### src/rtl/seqrec_pkg.sv
package seqrec_pkg;

    localparam int NUM_PHASES = 5;
    localparam int IDX_W      = 3;
    localparam int CODE_W     = NUM_PHASES;

    typedef enum logic [IDX_W-1:0] {
        ST_REST = 3'd0,
        ST_LEAD = 3'd1,
        ST_GAP  = 3'd2,
        ST_RUN  = 3'd3,
        ST_DIP  = 3'd4
    } phase_e;

    typedef enum logic [1:0] {
        ENC_BINARY = 2'd0,
        ENC_GRAY   = 2'd1,
        ENC_ONEHOT = 2'd2
    } enc_e;

    typedef logic [CODE_W-1:0] code_t;

    typedef struct packed {
        phase_e nxt;
        logic   hit;
    } step_t;

    // Encoded register value for a given logical phase.
    function automatic code_t encode(input phase_e p, input enc_e m);
        logic [IDX_W-1:0] idx;
        idx = IDX_W'(p);
        case (m)
            ENC_BINARY: return code_t'(idx);
            ENC_GRAY:   return code_t'(idx ^ (idx >> 1));
            ENC_ONEHOT: return code_t'(1) << idx;
            default:    return '0;
        endcase
    endfunction

endpackage

### src/rtl/seqrec_logic.sv
module seqrec_logic
    import seqrec_pkg::*;
(
    input  phase_e phase,
    input  logic   x,
    output phase_e nxt,
    output logic   hit
);
    step_t s;

    always_comb begin
        s = '{nxt: ST_REST, hit: 1'b0};
        case (phase)
            ST_REST: s.nxt = x ? ST_LEAD : ST_REST;
            ST_LEAD: s.nxt = x ? ST_RUN  : ST_GAP;
            ST_GAP:  s.nxt = x ? ST_RUN  : ST_REST;
            ST_RUN: begin
                s.nxt = x ? ST_RUN : ST_DIP;
                s.hit = x;
            end
            ST_DIP: begin
                s.nxt = x ? ST_RUN : ST_REST;
                s.hit = x;
            end
            default: s = '{nxt: ST_REST, hit: 1'b0};
        endcase
    end

    assign nxt = s.nxt;
    assign hit = s.hit;
endmodule

### src/rtl/seqrec_encode.sv
module seqrec_encode
    import seqrec_pkg::*;
#(
    parameter enc_e ENC = ENC_BINARY
) (
    input  phase_e phase,
    output code_t  code
);
    logic [IDX_W-1:0] idx;
    assign idx = IDX_W'(phase);

    generate
        if (ENC == ENC_ONEHOT) begin : g_onehot
            assign code = code_t'(1) << idx;
        end else if (ENC == ENC_GRAY) begin : g_gray
            assign code = code_t'(idx ^ (idx >> 1));
        end else begin : g_binary
            assign code = code_t'(idx);
        end
    endgenerate
endmodule

### src/rtl/seqrec_decode.sv
module seqrec_decode
    import seqrec_pkg::*;
#(
    parameter enc_e ENC = ENC_BINARY
) (
    input  code_t  code,
    output phase_e phase,
    output logic   legal
);
    generate
        if (ENC == ENC_ONEHOT) begin : g_onehot
            // One set bit selects the phase; any other count is illegal.
            always_comb begin
                phase = ST_REST;
                for (int i = 0; i < NUM_PHASES; i++) begin
                    if (code[i]) phase = phase_e'(IDX_W'(i));
                end
                legal = ($countones(code) == 1);
                if (!legal) phase = ST_REST;
            end
        end else begin : g_dense
            // Compare against each legal code; unused codes are illegal.
            always_comb begin
                phase = ST_REST;
                legal = 1'b0;
                for (int i = 0; i < NUM_PHASES; i++) begin
                    if (code == encode(phase_e'(IDX_W'(i)), ENC)) begin
                        phase = phase_e'(IDX_W'(i));
                        legal = 1'b1;
                    end
                end
            end
        end
    endgenerate
endmodule

### src/rtl/seqrec_top.sv
module seqrec_top
    import seqrec_pkg::*;
#(
    parameter enc_e ENC = ENC_BINARY
) (
    input  logic              clk,
    input  logic              rst,
    input  logic              x,
    output logic              z,
    output logic [CODE_W-1:0] state_code
);
    localparam code_t REST_C = encode(ST_REST, ENC);

    code_t  st_q;
    code_t  nxt_code;
    phase_e cur_ph;
    phase_e nxt_ph;
    logic   legal;
    logic   hit;

    seqrec_decode #(.ENC(ENC)) u_dec (
        .code  (st_q),
        .phase (cur_ph),
        .legal (legal)
    );

    seqrec_logic u_logic (
        .phase (cur_ph),
        .x     (x),
        .nxt   (nxt_ph),
        .hit   (hit)
    );

    seqrec_encode #(.ENC(ENC)) u_enc (
        .phase (nxt_ph),
        .code  (nxt_code)
    );

    always_ff @(posedge clk) begin
        if (rst || !legal) st_q <= REST_C;
        else               st_q <= nxt_code;
    end

    assign z          = legal & hit;
    assign state_code = st_q;
endmodule

### config.mk
export PLATFORM = sky130hd
export DESIGN_NAME = seqrec_top
export DESIGN_NICKNAME = d
export VERILOG_FILES = /design/src/rtl/seqrec_pkg.sv /design/src/rtl/seqrec_logic.sv /design/src/rtl/seqrec_encode.sv /design/src/rtl/seqrec_decode.sv /design/src/rtl/seqrec_top.sv
export SDC_FILE = /design/constraint.sdc
export NUM_CORES = 1
export LEC_CHECK = 0
export ABC_AREA = 0
export CAP_MARGIN = 40
export CORE_AREA = 3 3 40 42
export CTS_CLUSTER_SIZE = 30
export DETAILED_ROUTE_END_ITERATION = 12
export DIE_AREA = 0 0 43 45
export PLACE_DENSITY_LB_ADDON = 0.08
export SYNTH_ARGS = -nofsm -noshare
export SYNTH_HDL_FRONTEND = slang
export SYNTH_HIERARCHICAL = 1
export SYNTH_SLANG_ARGS = --single-unit
export TNS_END_PERCENT = 20
### constraint.sdc
create_clock -name clk -period 2.6 [get_ports clk]
set_clock_uncertainty 0.15 [all_clocks]
set_input_delay 0.65 -clock clk [delete_from_list [all_inputs] [get_ports clk]]
set_output_delay 0.65 -clock clk [all_outputs]
set_load 0.01 [all_outputs]
==> run metrics, run 1 <==
outcome finished, final reports clean; WL/cell about 10 microns; Post-Synthesis Cells 34; Starting DRT DRC Count 1; total gr overflow 0; Tcrit/Tclk final 0.968; max_cap viols 0; Post-CTS Setup Inserts 0; FMAX about 0.40 GHz; P_leak 0.000229 uW; DP Worst Slack -0.133 ns; largest net degree at the start of global routing 6; # diodes 0; Arr. time, crit path about 1.7 ns; initial cell density of the core 0.237; initial antenna violation count 0; PortBufs 8; DP Cell Count 64; dpl hpwl ~540 microns; worst reg-to-reg setup slack approximately 0.73 ns; area added between synthesis and finish 60.1%; power per cell area 432 mW/mm^2; Root Buffer clkbuf_4; clk sinks 5; critical-path maximum fanout 2; M1 GR Usage 0.0940; first-pass GRT wire length ~1.3 mm; number of CTS-inserted buffers 3; GR Util met3 0.0359; required time of the critical path about 1.8 ns; final critical-path required period between 2 and 3 ns; die height ~45 microns; first-pass iteration count of the detailed router 4; Hold Buf Count CTS 0; DRT Wirelength 661 microns; # DRC 0; crit path to z; synth warn 6; num rows 13; io pins 9; kind of start point of the critical path flip-flop; Clock Path Buffers 2; Setup CP Type flip-flop to output pin; most common cell after layout, fill and taps aside buf_4; final worst slack ~0.084 ns; hold path depth 4; gr usage total 0.0874; final setup fails 0; commonest non-fill, non-tap cells in the layout 11 x buf_4, 7 x clkdlybuf4s50_1, 5 x and3b_1; vias in the first global route 302; post-synthesis cell area approximately 300 sq um; RR Startpoint state_code[4]$_SDFF_PP0_; TritonCTS clock tree done; core area around 0.0013 sq mm; Max Transition Viols Final 0; Critical path origin state_code[0]$_SDFF_PP0_; grt met2 use 0.144; Skew-Pair Late Insertion Delay between 0.2 and 0.25 ns; Die ar. 0.00194 sq mm; Seq/Total Area, Yosys 0.329; #FFs+latches synth 5; Final ANT Viol Nets 0; GRT busiest layer met2; unrepaired setup endpoints after global routing yes; Nets 57; worst vdd ir approximately 0.21 mV; via count slightly below 300; fin cells approximately 70; final hold vios 0; RR Endpoint state_code[1]$_SDFF_PP0_; CTS clk-pin slew, worst paths 0.04 ns; gpl congestion between 0.6 and 0.7; CP endpoint kind output pin; worst hold path type flip-flop to flip-flop; htree depth 1; Die Wd 43 microns; Vias/cell around 4.4; Core Util, Final 0.379; Cell variety after synth 17; Mean Syn Cell Area roughly 8.9 sq um; max reg flops 5; R2R depth 7; layout cells sized above 1 0.396
## per-layer routing
| metal | vias up | wire (microns) |
|---|---|---|
| met4 | 0 | 0 |
| li1 | 153 | - |
| met2 | 8 | 355 |
| met3 | 0 | 24 |
| met5 | - | 0 |
| met1 | 137 | 281 |
## cell families (layout without fill, tap and decap cells)
| logic type | Yosys count | in the layout | share of synthesized area |
|---|---|---|---|
| compound gates | 4 | 4 | 0.0946 |
| buf+inv | 6 | 24 | 0.136 |
| flops | 5 | 5 | 0.329 |
| other cells | 1 | 2 | 0.0123 |
| simple gates | 18 | 18 | 0.428 |
## area by class of cell
| cell class | instances | area (sq um) |
|---|---|---|
| Multi-Input combinational cell | 24 | 179 |
| Clock buffer | 4 | 26.3 |
| Fill cell | 140 | 798 |
| Sequential cell | 5 | 101 |
| Timing Repair Buffer | 19 | 158 |
| Inverter | 1 | 3.75 |
| Tap cell | 15 | 18.8 |
## worst max-delay path: stages, from the launching register on
cell	delay [ns]
dfxtp_2	0.32
nor4_2	0.24
and2_1	0.17
or3b_4	0.39
a21oi_2	0.12
and2_1	0.12
buf_2	0.12
## how the worst min path moves through the flow
stage	start	endpoint	slack [ns]
floorplan	state_code[3]$_SDFF_PP0_	state_code[0]$_SDFF_PP0_	0.54
global placement	state_code[4]$_SDFF_PP0_	state_code[0]$_SDFF_PP0_	0.69
detailed placement	state_code[4]$_SDFF_PP0_	state_code[1]$_SDFF_PP0_	0.68
CTS	state_code[4]$_SDFF_PP0_	state_code[1]$_SDFF_PP0_	0.69
global route	state_code[4]$_SDFF_PP0_	state_code[1]$_SDFF_PP0_	0.75
finish	state_code[4]$_SDFF_PP0_	state_code[2]$_SDFF_PP0_	0.71
## stage by stage
| step | instance area (sq um) | hold slack [ns] | power [uW] | setup TNS [ns] |
|---|---|---|---|---|
| 2_1_floorplan | 308 | 0.542 | 103 | 0 |
| 3_3_place_gp | 452 | 0.687 | 122 | -0.135 |
| 3_5_place_dp | 452 | 0.684 | 123 | -0.133 |
| 4_1_cts | 479 | 0.694 | 213 | 0 |
| 5_1_grt | 487 | 0.750 | 227 | -0.0180 |
| 6_report | 487 | 0.711 | 210 | 0 |
## cell usage after synthesis
cell type / number / area [sq um]
and3b_1: 5 / 43.8
buf_4: 5 / 37.5
dfxtp_1: 5 / 100
and2_1: 4 / 25.0
nor3_1: 2 / 10.0
o21a_1: 2 / 15.0
a21oi_1: 1 / 5.00
and4bb_2: 1 / 12.5
conb_1: 1 / 3.75
inv_1: 1 / 3.75
nand2_1: 1 / 3.75
nand3b_1: 1 / 7.51
nor2_1: 1 / 3.75
nor4_1: 1 / 6.26
o221ai_1: 1 / 8.76
or3b_1: 1 / 8.76
or3b_2: 1 / 8.76
## report_power, final
group	internal (uW)	total [uW]	switching, uW
Combinational	25.3	40.2	14.9
Clock	57.8	86.5	28.7
Sequential	80.8	83.5	2.70
## timing repair
item | CTS | global route
pin swaps | 1 | 2
setup endpoints to repair | 1 | 1
gates resized for setup | 3 | 5
Power figures use the tool's default switching activity.
==> run 2, diff against run 1 <==
--- a/config.mk
+++ b/config.mk
@@ -5,7 +5,6 @@
 export SDC_FILE = /design/constraint.sdc
 export NUM_CORES = 1
 export LEC_CHECK = 0
-export ABC_AREA = 0
 export CAP_MARGIN = 40
 export CORE_AREA = 3 3 40 42
 export CTS_CLUSTER_SIZE = 30
==> constraint.sdc (replaced) <==
create_clock -name clk -period 2.4 [get_ports clk]
set_clock_uncertainty 0.15 [all_clocks]
set_input_delay 0.6 -clock clk [delete_from_list [all_inputs] [get_ports clk]]
set_output_delay 0.6 -clock clk [all_outputs]
set_load 0.01 [all_outputs]
==> run 2 against run 1 <==
- the flow now finishes with violations (negative setup slack)
- worst hold slack better by 0.0078 ns
- clock-buffer cell count unchanged
- wire length up 4.1%
- combinational power up 7.7%
- core utilization up 1.6 points
- setup slack worse by 0.15 ns
- critical path depth unchanged
- cell count up 2.9%
- cell area up 4.1%
==> run metrics, run 2 (synthesis results as in run 1) <==
outcome finished, violations left (was finished, final reports clean); failing checks negative setup slack; final worst slack -0.0653 ns (was 0.0840 ns); critical-path maximum fanout 2 (unchanged); required time of the critical path 1.65 ns (was 1.80 ns); worst vdd ir 0.268 mV (was 0.210 mV); clk sinks 5 (unchanged); worst path bufs/invs 1 (unchanged); Hold WS 0.719 ns (was 0.711 ns); Die Wd 43 microns (unchanged); CP endpoint kind output pin (unchanged); commonest non-fill, non-tap cells in the layout 13 x buf_4, 7 x clkdlybuf4s50_1, 5 x and3b_1 (was 11 x buf_4, 7 x clkdlybuf4s50_1, 5 x and3b_1); RR Endpoint state_code[1]$_SDFF_PP0_ (unchanged); via count 303 (was 298); Root Buffer clkbuf_4 (unchanged); core area 0.00128 sq mm (unchanged); total power 230 uW (was 210 uW); total gr overflow 0 (unchanged); # diodes 0 (unchanged); area added between synthesis and finish 66.7% (was 60.1%); initial antenna violation count 0 (unchanged); P_leak 0.000240 uW (was 0.000229 uW); gr usage total 0.0825 (was 0.0874); crit path cell chain nor4_2 -> and2_1 -> or3b_4 -> a21oi_2 -> and2_1 -> buf_2 (unchanged); Hold Path End state_code[1]$_SDFF_PP0_ (was state_code[2]$_SDFF_PP0_); fin area 507 sq um (was 487 sq um); Nets 59 (was 57); hold path depth 4 (unchanged); gpl congestion 0.612 (was 0.640); final critical-path required period roughly 2.5 ns; Tcrit/Tclk final 1.03; final hold vios 0 (unchanged); R2R depth 7 (unchanged); HP Start state_code[4]$_SDFF_PP0_ (unchanged); max_cap viols 0 (unchanged); number of fill cells 127 (was 140); htree depth 1 (unchanged); PortBufs 8 (unchanged); die height 45 microns (unchanged); number of CTS-inserted buffers 3 (unchanged); most common cell after layout, fill and taps aside buf_4 (unchanged); crit-path most repeated cell and2_1 (unchanged); Starting DRT DRC Count 2 (was 1); # DRC 0 (unchanged); worst reg-to-reg setup slack 0.50 ns (was 0.73 ns); num rows 13 (unchanged); CP top delay family simple AND/OR/NAND/NOR gates (unchanged); area taken by multi-input logic gates 184 sq um (was 179 sq um); slowest CP cell or3b_4 (unchanged); dpl hpwl 542 microns (was 536 microns); final setup fails 1 (was 0); CTS clk-pin slew, worst paths 0.05 ns (was 0.04 ns); max reg flops 5 (unchanged); vias in the first global route 313 (was 302); Vias/cell 4.33 (was 4.38); Final ANT Viol Nets 0 (unchanged); first-pass iteration count of the detailed router 2 (was 4); initial cell density of the core 0.237 (unchanged); area post-placement 452 sq um (unchanged); Clock Path Buffers 2 (unchanged); TritonCTS clock tree done (unchanged); Arr. time, crit path 1.72 ns (about the same); worst hold path type flip-flop to flip-flop (unchanged); io pins 9 (unchanged); Die ar. 0.00194 sq mm (unchanged); RR Startpoint state_code[0]$_SDFF_PP0_ (was state_code[4]$_SDFF_PP0_); largest net degree at the start of global routing 6 (unchanged); FMAX just over 0.4 GHz; first-pass GRT wire length 1.16 mm (was 1.26 mm); layout cells sized above 1 0.436 (was 0.396); Register Area 101 sq um (unchanged); Max Transition Viols Final 0 (unchanged); kind of start point of the critical path flip-flop (unchanged); Setup CP Type flip-flop to output pin (unchanged); WL/cell 9.83 microns (was 9.72 microns); DRT Wirelength 688 microns (was 661 microns); power per cell area 454 mW/mm^2 (was 432 mW/mm^2); unrepaired setup endpoints after global routing yes (unchanged); Skew-Pair Late Insertion Delay 0.24 ns (about the same); slowest cell delay on critical path 0.39 ns (about the same)
==> run 2: cell count changes in the layout (fill, tap and decap cells not counted) <==
cell | before | now
nor3_2 | 0 | 1
buf_4 | 11 | 13
nor3_1 | 2 | 1
==> run 2: how the worst max path moves through the flow <==
stage	start	end	slack (ns)	cells after the start
after floorplan	state_code[4]$_SDFF_PP0_	z	0.22	5
after global placement	x	z	-0.24	5
after detailed placement	x	z	-0.29	5
after CTS	state_code[4]$_SDFF_PP0_	z	-0.09	6
after global routing	state_code[0]$_SDFF_PP0_	z	-0.16	6
final	state_code[0]$_SDFF_PP0_	z	-0.07	6
==> run 2: cell type report <==
| cell class | instances | area share |
|---|---|---|
| Inverter | 1 | 0.00741 |
| Timing Repair Buffer | 21 | 0.341 |
| Clock buffer | 4 | 0.0519 |
| Sequential cell | 5 | 0.200 |
| Tap cell | 15 | 0.0370 |
| Multi-Input combinational cell | 24 | 0.363 |
==> run 2: per-stage QoR <==
step                      setup WS [ns]  instances  setup TNS [ns]  utilization
final                           -0.0653         70         -0.0653        0.394
after global routing             -0.161         70          -0.161        0.394
after CTS                       -0.0903         69         -0.0903        0.374
after detailed placement         -0.294         64          -0.294        0.352
after global placement           -0.239         64          -0.239        0.352
after floorplan                   0.222         35               0            -
==> run 2: where the power goes <==
| part | total (uW) | internal, uW | leakage (uW) | switching, uW |
|---|---|---|---|---|
| Clock | 96.2 | 62.8 | 0.0000150 | 33.4 |
| Combinational | 43.3 | 27.6 | 0.000183 | 15.7 |
| Sequential | 90.6 | 87.5 | 0.0000413 | 3.14 |
==> run 2: repair_timing <==
action / CTS / global route
pin swaps: 2 / 3
endpoints found under the setup margin: 1 / 1
setup buffers: 1 / 1
gates resized for setup: 4 / 5
hold buffers: 0 / 0
==> run 2: worst reg2reg max path, cell delays in order (launching register included) <==
cell      delay, ns
dfxtp_2        0.32
nor4_2         0.24
and2_1         0.16
or3b_4         0.39
buf_4          0.14
buf_4          0.12
o221ai_1       0.16
and3b_1        0.17
==> run 2: per-layer routing <==
layer,up-vias,global-route usage,share of wire
li1,154,-,-
met1,142,0.0676,0.39
met2,7,0.162,0.53
met3,0,0.0558,0.073
met4,0,0.0181,0
met5,-,0,0
